File: src/rtl/sct_pkg.sv
// Package: shared types of the set/clear/toggle register bank.
// Assumes nothing beyond a two-bit word index inside each alias window.
package sct_pkg;

    // Operation selected by address bits [3:2] inside an alias window.
    typedef enum logic [1:0] {
        OP_WRITE = 2'd0,
        OP_SET   = 2'd1,
        OP_CLR   = 2'd2,
        OP_TOG   = 2'd3
    } sct_op_e;

    // Decode result of one register slot.
    typedef struct packed {
        logic    hit;
        sct_op_e op;
    } sct_hit_t;

endpackage

File: src/rtl/sct_addr_match.sv
// Module: address matcher for one register slot.
// Compares the word address with the slot base. An alias-capable slot
// claims its whole 16-byte window and takes the operation from the word
// index; a plain slot claims only its own word.
// Assumes the base of an alias-capable slot is 16-byte aligned.
module sct_addr_match
    import sct_pkg::*;
#(
    parameter int               ADDR_W    = 10,
    parameter logic [ADDR_W-1:0] BASE     = '0,
    parameter bit               HAS_ALIAS = 1'b1
) (
    input  logic [ADDR_W-3:0] word_addr,
    output sct_hit_t          match
);

    generate
        if (HAS_ALIAS) begin : g_alias
            // Purpose: window compare, operation from the word index.
            always_comb begin
                match.hit = (word_addr[ADDR_W-3:2] == BASE[ADDR_W-1:4]);
                match.op  = sct_op_e'(word_addr[1:0]);
            end
        end else begin : g_plain
            // Purpose: exact word compare, always a plain write.
            always_comb begin
                match.hit = (word_addr == BASE[ADDR_W-1:2]);
                match.op  = OP_WRITE;
            end
        end
    endgenerate

endmodule

File: src/rtl/sct_reg_cell.sv
// Module: one stored control word with its masked update.
// Applies write, set, clear or toggle at the clock edge when we is high.
// Assumes the caller has already gated we with decode and permission.
module sct_reg_cell
    import sct_pkg::*;
#(
    parameter int               DATA_W  = 32,
    parameter logic [DATA_W-1:0] RST_VAL = '0
) (
    input  logic              clk,
    input  logic              rst_n,
    input  logic              we,
    input  sct_op_e           op,
    input  logic [DATA_W-1:0] wdata,
    output logic [DATA_W-1:0] q
);

    logic [DATA_W-1:0] d;

    // Purpose: next value for each operation.
    always_comb begin
        unique case (op)
            OP_WRITE: d = wdata;
            OP_SET:   d = q | wdata;
            OP_CLR:   d = q & ~wdata;
            OP_TOG:   d = q ^ wdata;
            default:  d = q;
        endcase
    end

    // Purpose: storage with synchronous reset to the slot's reset value.
    always_ff @(posedge clk) begin
        if (!rst_n) begin
            q <= RST_VAL;
        end else if (we) begin
            q <= d;
        end
    end

endmodule

File: src/rtl/sct_rd_mux.sv
// Module: AND-OR read multiplexer.
// Returns the OR of every value whose select bit is set.
// Assumes at most one select bit is high, so the OR equals a pick.
module sct_rd_mux #(
    parameter int N      = 8,
    parameter int DATA_W = 32
) (
    input  logic [N-1:0]        sel,
    input  logic [N*DATA_W-1:0] vals,
    output logic [DATA_W-1:0]   rdata
);

    // Purpose: fold the selected words into one read value.
    always_comb begin
        rdata = '0;
        for (int k = 0; k < N; k++) begin
            rdata = rdata | (vals[k*DATA_W +: DATA_W] & {DATA_W{sel[k]}});
        end
    end

endmodule

File: src/rtl/sct_reg_bank.sv
// Module: set/clear/toggle register bank (top).
// Decodes a single-cycle bus into NUM_SGL standalone registers and one
// indexed array of ARR_LEN elements, checks read/write permission, and
// applies plain or masked writes in the strobe's clock edge. Read data and
// the error flag are registered and valid the cycle after the strobe.
// Assumes: register windows do not overlap, alias-capable bases and the
// array stride are multiples of 16 bytes, ADDR_W is at least 5.
module sct_reg_bank
    import sct_pkg::*;
#(
    parameter int ADDR_W  = 10,
    parameter int DATA_W  = 32,
    parameter int NUM_SGL = 4,
    parameter logic [NUM_SGL*ADDR_W-1:0] SGL_BASE =
        {10'h030, 10'h020, 10'h010, 10'h000},
    parameter logic [NUM_SGL-1:0] SGL_ALIAS = 4'b1011,
    parameter logic [NUM_SGL-1:0] SGL_RD    = 4'b0111,
    parameter logic [NUM_SGL-1:0] SGL_WR    = 4'b1101,
    parameter logic [NUM_SGL*DATA_W-1:0] SGL_RST =
        {32'h0000_00FF, 32'h1234_5678, 32'hCAFE_0001, 32'h0000_0000},
    parameter int               ARR_LEN    = 4,
    parameter logic [ADDR_W-1:0] ARR_BASE   = 10'h100,
    parameter logic [ADDR_W-1:0] ARR_STRIDE = 10'h020,
    parameter bit               ARR_ALIAS  = 1'b1,
    parameter bit               ARR_RD     = 1'b1,
    parameter bit               ARR_WR     = 1'b1,
    parameter logic [ARR_LEN*DATA_W-1:0] ARR_RST =
        {32'hA000_0003, 32'hA000_0002, 32'hA000_0001, 32'hA000_0000},
    localparam int NUM_REGS = NUM_SGL + ARR_LEN
) (
    input  logic                       clk,
    input  logic                       rst_n,
    input  logic                       bus_sel,
    input  logic                       bus_wr,
    input  logic [ADDR_W-1:0]          bus_addr,
    input  logic [DATA_W-1:0]          bus_wdata,
    output logic [DATA_W-1:0]          bus_rdata,
    output logic                       bus_err,
    output logic [NUM_REGS*DATA_W-1:0] ctrl_q
);

    logic [ADDR_W-3:0]   word_addr;
    logic                unused_byte_lane;
    sct_hit_t            match   [NUM_REGS];
    logic [NUM_REGS-1:0] hit;
    logic [NUM_REGS-1:0] rd_ok;
    logic [NUM_REGS-1:0] wr_ok;
    logic [NUM_REGS-1:0] we;
    logic [NUM_REGS-1:0] rd_sel;
    logic                allowed;
    logic [DATA_W-1:0]   rd_word;

    // Purpose: word address; the two byte-lane bits take no part in decode.
    assign word_addr        = bus_addr[ADDR_W-1:2];
    assign unused_byte_lane = ^bus_addr[1:0];

    // Standalone registers: base, alias and permissions per slot.
    for (genvar i = 0; i < NUM_SGL; i++) begin : g_sgl
        localparam logic [ADDR_W-1:0] BASE_I = SGL_BASE[i*ADDR_W +: ADDR_W];

        sct_addr_match #(
            .ADDR_W    (ADDR_W),
            .BASE      (BASE_I),
            .HAS_ALIAS (SGL_ALIAS[i])
        ) u_match (
            .word_addr (word_addr),
            .match     (match[i])
        );

        assign rd_ok[i] = SGL_RD[i];
        assign wr_ok[i] = SGL_WR[i];

        sct_reg_cell #(
            .DATA_W  (DATA_W),
            .RST_VAL (SGL_RST[i*DATA_W +: DATA_W])
        ) u_cell (
            .clk   (clk),
            .rst_n (rst_n),
            .we    (we[i]),
            .op    (match[i].op),
            .wdata (bus_wdata),
            .q     (ctrl_q[i*DATA_W +: DATA_W])
        );
    end

    // Indexed array: element j placed at base plus j strides.
    for (genvar j = 0; j < ARR_LEN; j++) begin : g_arr
        localparam int               K      = NUM_SGL + j;
        localparam logic [ADDR_W-1:0] BASE_J = ADDR_W'(ARR_BASE + j * ARR_STRIDE);

        sct_addr_match #(
            .ADDR_W    (ADDR_W),
            .BASE      (BASE_J),
            .HAS_ALIAS (ARR_ALIAS)
        ) u_match (
            .word_addr (word_addr),
            .match     (match[K])
        );

        assign rd_ok[K] = ARR_RD;
        assign wr_ok[K] = ARR_WR;

        sct_reg_cell #(
            .DATA_W  (DATA_W),
            .RST_VAL (ARR_RST[j*DATA_W +: DATA_W])
        ) u_cell (
            .clk   (clk),
            .rst_n (rst_n),
            .we    (we[K]),
            .op    (match[K].op),
            .wdata (bus_wdata),
            .q     (ctrl_q[K*DATA_W +: DATA_W])
        );
    end

    // Purpose: gather slot hits into one vector.
    always_comb begin
        for (int k = 0; k < NUM_REGS; k++) begin
            hit[k] = match[k].hit;
        end
    end

    // Purpose: permission-qualified write enables and read selects.
    always_comb begin
        we      = {NUM_REGS{bus_sel & bus_wr}} & hit & wr_ok;
        rd_sel  = {NUM_REGS{bus_sel & ~bus_wr}} & hit & rd_ok;
        allowed = |(hit & (bus_wr ? wr_ok : rd_ok));
    end

    sct_rd_mux #(
        .N      (NUM_REGS),
        .DATA_W (DATA_W)
    ) u_rd_mux (
        .sel   (rd_sel),
        .vals  (ctrl_q),
        .rdata (rd_word)
    );

    // Purpose: register read data and the one-cycle error flag.
    always_ff @(posedge clk) begin
        if (!rst_n) begin
            bus_rdata <= '0;
            bus_err   <= 1'b0;
        end else begin
            bus_rdata <= rd_word;
            bus_err   <= bus_sel & ~allowed;
        end
    end

endmodule

File: config.mk
export PLATFORM = sky130hd
export DESIGN_NAME = sct_reg_bank
export DESIGN_NICKNAME = d
export VERILOG_FILES = /design/src/rtl/sct_pkg.sv /design/src/rtl/sct_addr_match.sv /design/src/rtl/sct_reg_cell.sv /design/src/rtl/sct_rd_mux.sv /design/src/rtl/sct_reg_bank.sv
export SDC_FILE = /design/constraint.sdc
export NUM_CORES = 1
export LEC_CHECK = 0
export BUFFER_PORTS_ARGS = -buffer_cell sky130_fd_sc_hd__buf_2
export CORE_MARGIN = 2
export CORE_UTILIZATION = 55
export DETAILED_ROUTE_END_ITERATION = 8
export PLACE_DENSITY_LB_ADDON = 0.08
export REMOVE_ABC_BUFFERS = 1
export SYNTH_ARGS = -nofsm -noshare
export SYNTH_HDL_FRONTEND = slang
export SYNTH_SLANG_ARGS = --single-unit
File: constraint.sdc
create_clock -name clk -period 6 [get_ports clk]
set_clock_uncertainty 0.2 [all_clocks]
set_input_delay 0.6 -clock clk [delete_from_list [all_inputs] [get_ports clk]]
set_output_delay 0.6 -clock clk [all_outputs]
set_load 0.05 [all_outputs]
Word level (Yosys, flattened, before mapping)
Cells that the tools add are included.
{"block": "word_totals", "register_bits": 257, "latch_bits": 0, "mem_bits_rw": 0, "romBits": 0, "inputBits": 46, "word_cells": 68, "n_memories": 0}
{"block": "op_classes", "add_sub_neg": 0, "mul": 0, "div": 0, "n_lt_le_gt_ge": 0, "n_eq_ne": 10, "shifts": 0, "mux": 7, "bitwise_logic": 39, "reduce_logical": 3}
{"operator": "32-bit case mux with 4 select lines", "count": 6}
{"operator": "32-bit bitwise AND", "count": 12}
{"operator": "32-bit OR", "count": 12}
{"operator": "32-bit bitwise XOR", "count": 6}
{"operator": "32-bit inverter", "count": 1}
{"operator": "8-bit bitwise AND", "count": 3}
{"operator": "6-bit by 5-bit equality test with 1-bit output (second input constant)", "count": 4}
{"operator": "8-bit by 4-bit equality test with 1-bit output (second input constant)", "count": 1}
{"operator": "8-bit OR reduction", "count": 1}
{"operator": "6-bit by 1-bit equality test with 1-bit output (second input constant)", "count": 1}
{"operator": "6-bit by 2-bit equality test with 1-bit output (second input constant)", "count": 1}
{"operator": "6-bit logical NOT", "count": 1}
{"operator": "2-bit equality test (second input constant)", "count": 2}
{"operator": "4-bit two-way mux", "count": 1}
{"operator": "1-bit bitwise AND", "count": 3}
{"operator": "2-bit by 1-bit equality test with 1-bit output (second input constant)", "count": 1}
{"operator": "2-bit logical NOT", "count": 1}
{"operator": "1-bit inverter", "count": 2}

Logic depth before layout (Yosys ltp)
{"block": "logic_depth", "depth_word": 10, "ltp_mapped": 7, "ltp_nobuf": 5}

By module
Synthesis repeated with hierarchy kept, for this count alone.
{"block": "hier_totals", "cells_unflattened": 3330, "area_unflattened_um2": 28147.0}
{"module": "sct_reg_cell at g_sgl[0].u_cell", "n_inst": 1, "cells_each": 375, "area_each_um2": 3399.5}
{"module": "sct_reg_cell at g_arr[3].u_cell", "n_inst": 1, "cells_each": 378, "area_each_um2": 3235.6}
{"module": "sct_reg_cell at g_arr[2].u_cell", "n_inst": 1, "cells_each": 377, "area_each_um2": 3184.3}
{"module": "sct_reg_cell at g_arr[1].u_cell", "n_inst": 1, "cells_each": 378, "area_each_um2": 3178.0}
{"module": "sct_reg_cell at g_sgl[2].u_cell", "n_inst": 1, "cells_each": 378, "area_each_um2": 3176.8}
{"module": "sct_reg_cell at g_sgl[3].u_cell", "n_inst": 1, "cells_each": 381, "area_each_um2": 3134.3}
{"module": "sct_reg_cell at g_arr[0].u_cell", "n_inst": 1, "cells_each": 378, "area_each_um2": 3130.5}
{"module": "sct_reg_cell at g_sgl[1].u_cell", "n_inst": 1, "cells_each": 379, "area_each_um2": 3101.7}
{"module": "sct_rd_mux", "n_inst": 1, "cells_each": 184, "area_each_um2": 1318.8}
{"module": "sct_reg_bank", "n_inst": 1, "cells_each": 88, "area_each_um2": 1007.2}
{"module": "sct_addr_match at g_arr[1].u_match ...", "n_inst": 2, "cells_each": 4, "area_each_um2": 36.3}
{"module": "sct_addr_match at g_arr[0].u_match ...", "n_inst": 2, "cells_each": 4, "area_each_um2": 35.0}
{"module": "sct_addr_match at g_arr[3].u_match", "n_inst": 1, "cells_each": 4, "area_each_um2": 38.8}
{"module": "sct_addr_match at g_sgl[2].u_match", "n_inst": 1, "cells_each": 6, "area_each_um2": 38.8}
{"module": "+2 rows"}

Worst setup path before layout
No wires, ideal clock.
{"block": "synth_path", "path_kind": "input-to-reg", "from": "input port bus_addr[2]", "to": "register g_arr[0].u_cell.q[13]", "arrival_ns": 1.994, "required_ns": 5.654, "setup_slack_ns": 3.659, "stages": 6, "path_buffers": 3, "cell_sequence": "buf_2 clkbuf_1 buf_1 mux2_2 a211oi_2 a211oi_2"}
{"block": "synth_via", "elab_chain_cells": 2, "elab_cells_between_ends": 5, "cone_classes": "3 x eq/ne; 1 x mux; 1 x reduce/logical"}
{"item": "start, declared", "line": "sct_reg_bank.sv:35", "source": "input logic [ADDR_W-1:0] bus_addr,"}
{"item": "2-bit equality test, or another cell as far along", "line": "sct_reg_cell.sv:22", "source": "unique case (op)"}
{"item": "32-bit case mux with 4 select lines *", "line": "sct_reg_cell.sv:22"}
{"item": "end signal, assigned", "line": "sct_reg_cell.sv:34", "source": "q <= RST_VAL;"}
{"item": "end signal, assigned", "line": "sct_reg_cell.sv:36", "source": "q <= d;"}
{"item": "end, declared", "line": "sct_reg_cell.sv:15", "source": "output logic [DATA_W-1:0] q"}
Mark *: on every way between the ends. The rest lies on a longest branch, timed or not.
A chain may end at the register's enable or synchronous reset.

Worst setup path after layout
{"block": "layout_path", "from": "input port bus_addr[8]", "to": "register g_sgl[2].u_cell.q[12]"}
{"block": "layout_via", "elab_chain_cells": 2}
{"item": "8-bit by 4-bit equality test with 1-bit output", "line": "sct_addr_match.sv:27", "source": "match.hit = (word_addr == BASE[ADDR_W-1:2]);"}
{"item": "8-bit bitwise AND", "line": "sct_reg_bank.sv:125", "source": "we = {NUM_REGS{bus_sel & bus_wr}} & hit & wr_ok;"}
{"item": "end signal, assigned", "line": "sct_reg_cell.sv:34"}
{"item": "end signal, assigned", "line": "sct_reg_cell.sv:36"}
{"item": "end, declared", "line": "sct_reg_cell.sv:15"}
Every way passes these cells.

==> summary.txt <==
Run status
  – Status: finished clean

Detailed routing
  – Post-route DRC: 0
  – Iter 0 DRT Violations: 1301
  – Post-Route WL: 63.1 mm
  – Vias per cell: 6.24
  – Via count of the routed design: 18065
  – Wire length per cell: 21.8 um
  – DRT antenna net count: 0
  – 1st-pass router iterations: 6

Global routing
  – Largest net degree at the start of global routing: 209
  – Initial antenna violation count: 8
  – Global-route wire length before repair: 98.1 mm
  – Number of global-route vias before repair: 17598
  – Global route total overflow: 0
  – Global-route usage over all layers: 31.5%

Floorplan
  – Die Span X: 197 um
  – Die area: 38900 sq um
  – Starting Density: 56.0%
  – # rows: 70
  – Core area: 36700 sq um
  – I/O pin count: 335
  – Die height: 197 um

Yosys
  – Seq/Total Area, Yosys: 25.0%
  – Synth Warn #: 0
  – Async S/R FF share, synth: 0%
  – Top_reg_cell synth: dfxtp_1
  – Largest family of logic cells by synthesized area: compound AO/OA/AOI/OAI gates
  – Compound-cell area share of the yosys netlist: 27.2%
  – Post-synth EDFFs: 0
  – Mux share of post-synthesis cell area: 10.9%
  – Yosys cell types: 44
  – Adder-cell area share of the yosys netlist: 23.4%
  – Mapped cell area: 20600 sq um
  – Cells after synthesis: 2231
  – Synth Area in XOR/XNOR: 0%
  – Yosys reg bits: 257
  – Avg Inst Size Synth: 9.21 sq um
  – Simple-Gate Fraction of Synth Area: 4.32%

Clock tree
  – PostCTS Resize Cnt: 0
  – CTS tree: yes
  – CTS H-tree depth: 1
  – Clk slew on worst S/H paths: 0.07 ns
  – Clock sink count: 257
  – Setup Fix Bufs, Post-CTS: 0
  – Clk Latency, worst-skew pair: 0.60 ns
  – Clock buffer depth: 3
  – Clk root buf: clkbuf_16
  – Cts hold-fix bufs: 0
  – Num CTS Buffers: 31

Worst setup path
  – Worst Path Arrival: 3.34 ns
  – Worst setup SP type: input pin
  – WP data required: 6.21 ns
  – Crit-path max FO: 28
  – Crit. End Element: register
  – Critical path class: input pin to register

Timing
  – Max-slew headroom: 18.1%
  – Fin. Hold Viols: 0
  – RSZ-0062 raised after global routing: no
  – Setup TNS Final: 0 ns
  – Crit share post-route: 52.3%
  – Count of pins over their slew limit: 0
  – Highest Clock Rate: 319 MHz
  – Hold Slack: 0.0586 ns
  – Minimum clock period: 3.14 ns
  – Final setup viols: 0
  – Worst slew pin tran: 1.23 ns

Place
  – Post-DP HPWL: 39.2 mm
  – I/O Buffers: 300
  – Final GP Congestion: 0.811

Power
  – Power per cell area: 184 nW/um^2
  – Sw Pwr: 1.24 mW
  – Seq pwr share: 40.6%
  – Comb pwr share: 14.4%
  – Sw Share: 29.4%
  – Clock power share: 45.1%
  – Max VDD drop: 189 uV
  – Leak: 9.99 nW
  – Pint: 2.99 mW

Final layout
  – Layout overhead on the synthesized area: 12.1%
  – Share of post-route cells with drive strength above 1: 26.2%
  – Filler Cells Inserted: 3101
  – Final nets: 2824

Worst hold path
  – Worst hold-check path type: input pin to register

Run
  – Max-cap viol count: 0
path summary, 6_finish.rpt:
kind                               from                     to  slack (ns)  cells past startpoint
setup / recovery            bus_addr[8]  g_sgl[2].u_cell.q[12]        2.86                      7
hold / removal            bus_wdata[30]  g_sgl[2].u_cell.q[30]        0.06                      3
setup reg to reg  g_arr[3].u_cell.q[20]  g_arr[3].u_cell.q[20]        4.18                      5
hold reg to reg   g_sgl[2].u_cell.q[22]  g_sgl[2].u_cell.q[22]        0.27                      2
placed cells by master, fill, tap and decap left out, drive strengths merged, types with 44 or more instances in the layout:
| master | netlist | final |
|---|---|---|
| clkbuf | 131 | 44 |
| inv | 226 | 227 |
| ha | 384 | 384 |
| buf | 90 | 321 |
| nor2 | 81 | 81 |
| dfxtp | 257 | 257 |
| mux2 | 192 | 192 |
| nand2 | 78 | 78 |
| a21oi | 91 | 91 |
| a211oi | 517 | 517 |
cell families (layout without fill, tap and decap cells):
kind of cell,Yosys count,count (layout)
buf+inv,447,604
flops,257,257
simple gates,201,201
mux,199,199
other cells,2,39
fa+ha+maj,384,384
compound gates,741,741
stage by stage:
step / cells / util, % / setup WS [ns] / cell area (sq um) / power, mW
2_1_floorplan: 2040 / - / 1.90 / 19600 / 2.13
3_3_place_gp: 2829 / 60.0 / 2.39 / 22000 / 2.33
3_5_place_dp: 2829 / 60.0 / 2.35 / 22000 / 2.36
4_1_cts: 2886 / 62.7 / 2.97 / 23000 / 4.26
5_1_grt: 2892 / 62.8 / 2.80 / 23000 / 4.39
6_report: 2893 / 62.8 / 2.86 / 23000 / 4.24
per-layer routing:
metal / up-vias / global-route usage [%] / wire length, um
met5: - / 0 / 26
met4: 4 / 13.0 / 2250
met3: 133 / 6.20 / 5110
met2: 665 / 51.1 / 29200
met1: 8756 / 40.9 / 26500
li1: 8507 / - / -
power groups by stage:
stage | clock network, mW | logic (mW) | registers [mW]
after floorplan | 0 | 0.348 | 1.78
after global placement | 0 | 0.572 | 1.76
after detailed placement | 0 | 0.599 | 1.76
after CTS | 1.93 | 0.604 | 1.72
after global routing | 2.00 | 0.667 | 1.72
final | 1.91 | 0.608 | 1.72
layout make-up:
class | count | area [sq um] | share of cell area, %
clock buffer | 44 | 905 | 3.93
timing repair buffer | 321 | 1720 | 7.45
multi-input combinational | 1557 | 13700 | 59.5
sequential | 257 | 5140 | 22.3
tap | 468 | 586 | 2.54
antenna | 7 | 17.5 | 0.0760
clock inverter | 13 | 101 | 0.440
inverter | 226 | 853 | 3.70
registers in the layout, indices dropped and copies added, names as in the netlist:
name,flops
bus_rdata,32
g_sgl.u_cell.q,96
bus_err,1
g_arr.u_cell.q,128
Yosys cell counts (2+ instances only):
library cell	number	area, sq um
a21oi_1	91	455
a221oi_1	6	52.6
nand2b_1	2	12.5
mux2i_1	7	70.1
a222oi_1	17	170
ha_1	384	4800
clkbuf_1	131	492
or3_1	3	18.8
mux2_2	192	2160
o21ai_0	14	70.1
a22o_1	21	184
buf_2	30	150
conb_1	2	7.51
nor4_2	2	25.0
and3_1	4	25.0
dfxtp_1	257	5140
o21ai_1	9	45.0
a211oi_1	466	3500
nand3_1	6	30.0
a22oi_1	31	233
buf_6	6	67.6
nor2b_1	2	12.5
nor3_1	10	50.1
nand2_1	78	293
buf_4	33	248
and2_1	2	12.5
a31oi_1	12	75.1
o211ai_1	22	165
buf_1	21	78.8
a211oi_2	51	638
nor2_1	81	304
inv_1	226	848
worst max-delay path: stages:
cell and delay (ns):
buf_2 0.10, buf_4 0.24, nor4_4 0.82, nand3_2 0.80
buf_4 0.53, nand2_1 0.12, o211ai_1 0.10
Power figures use the tool's default switching activity.
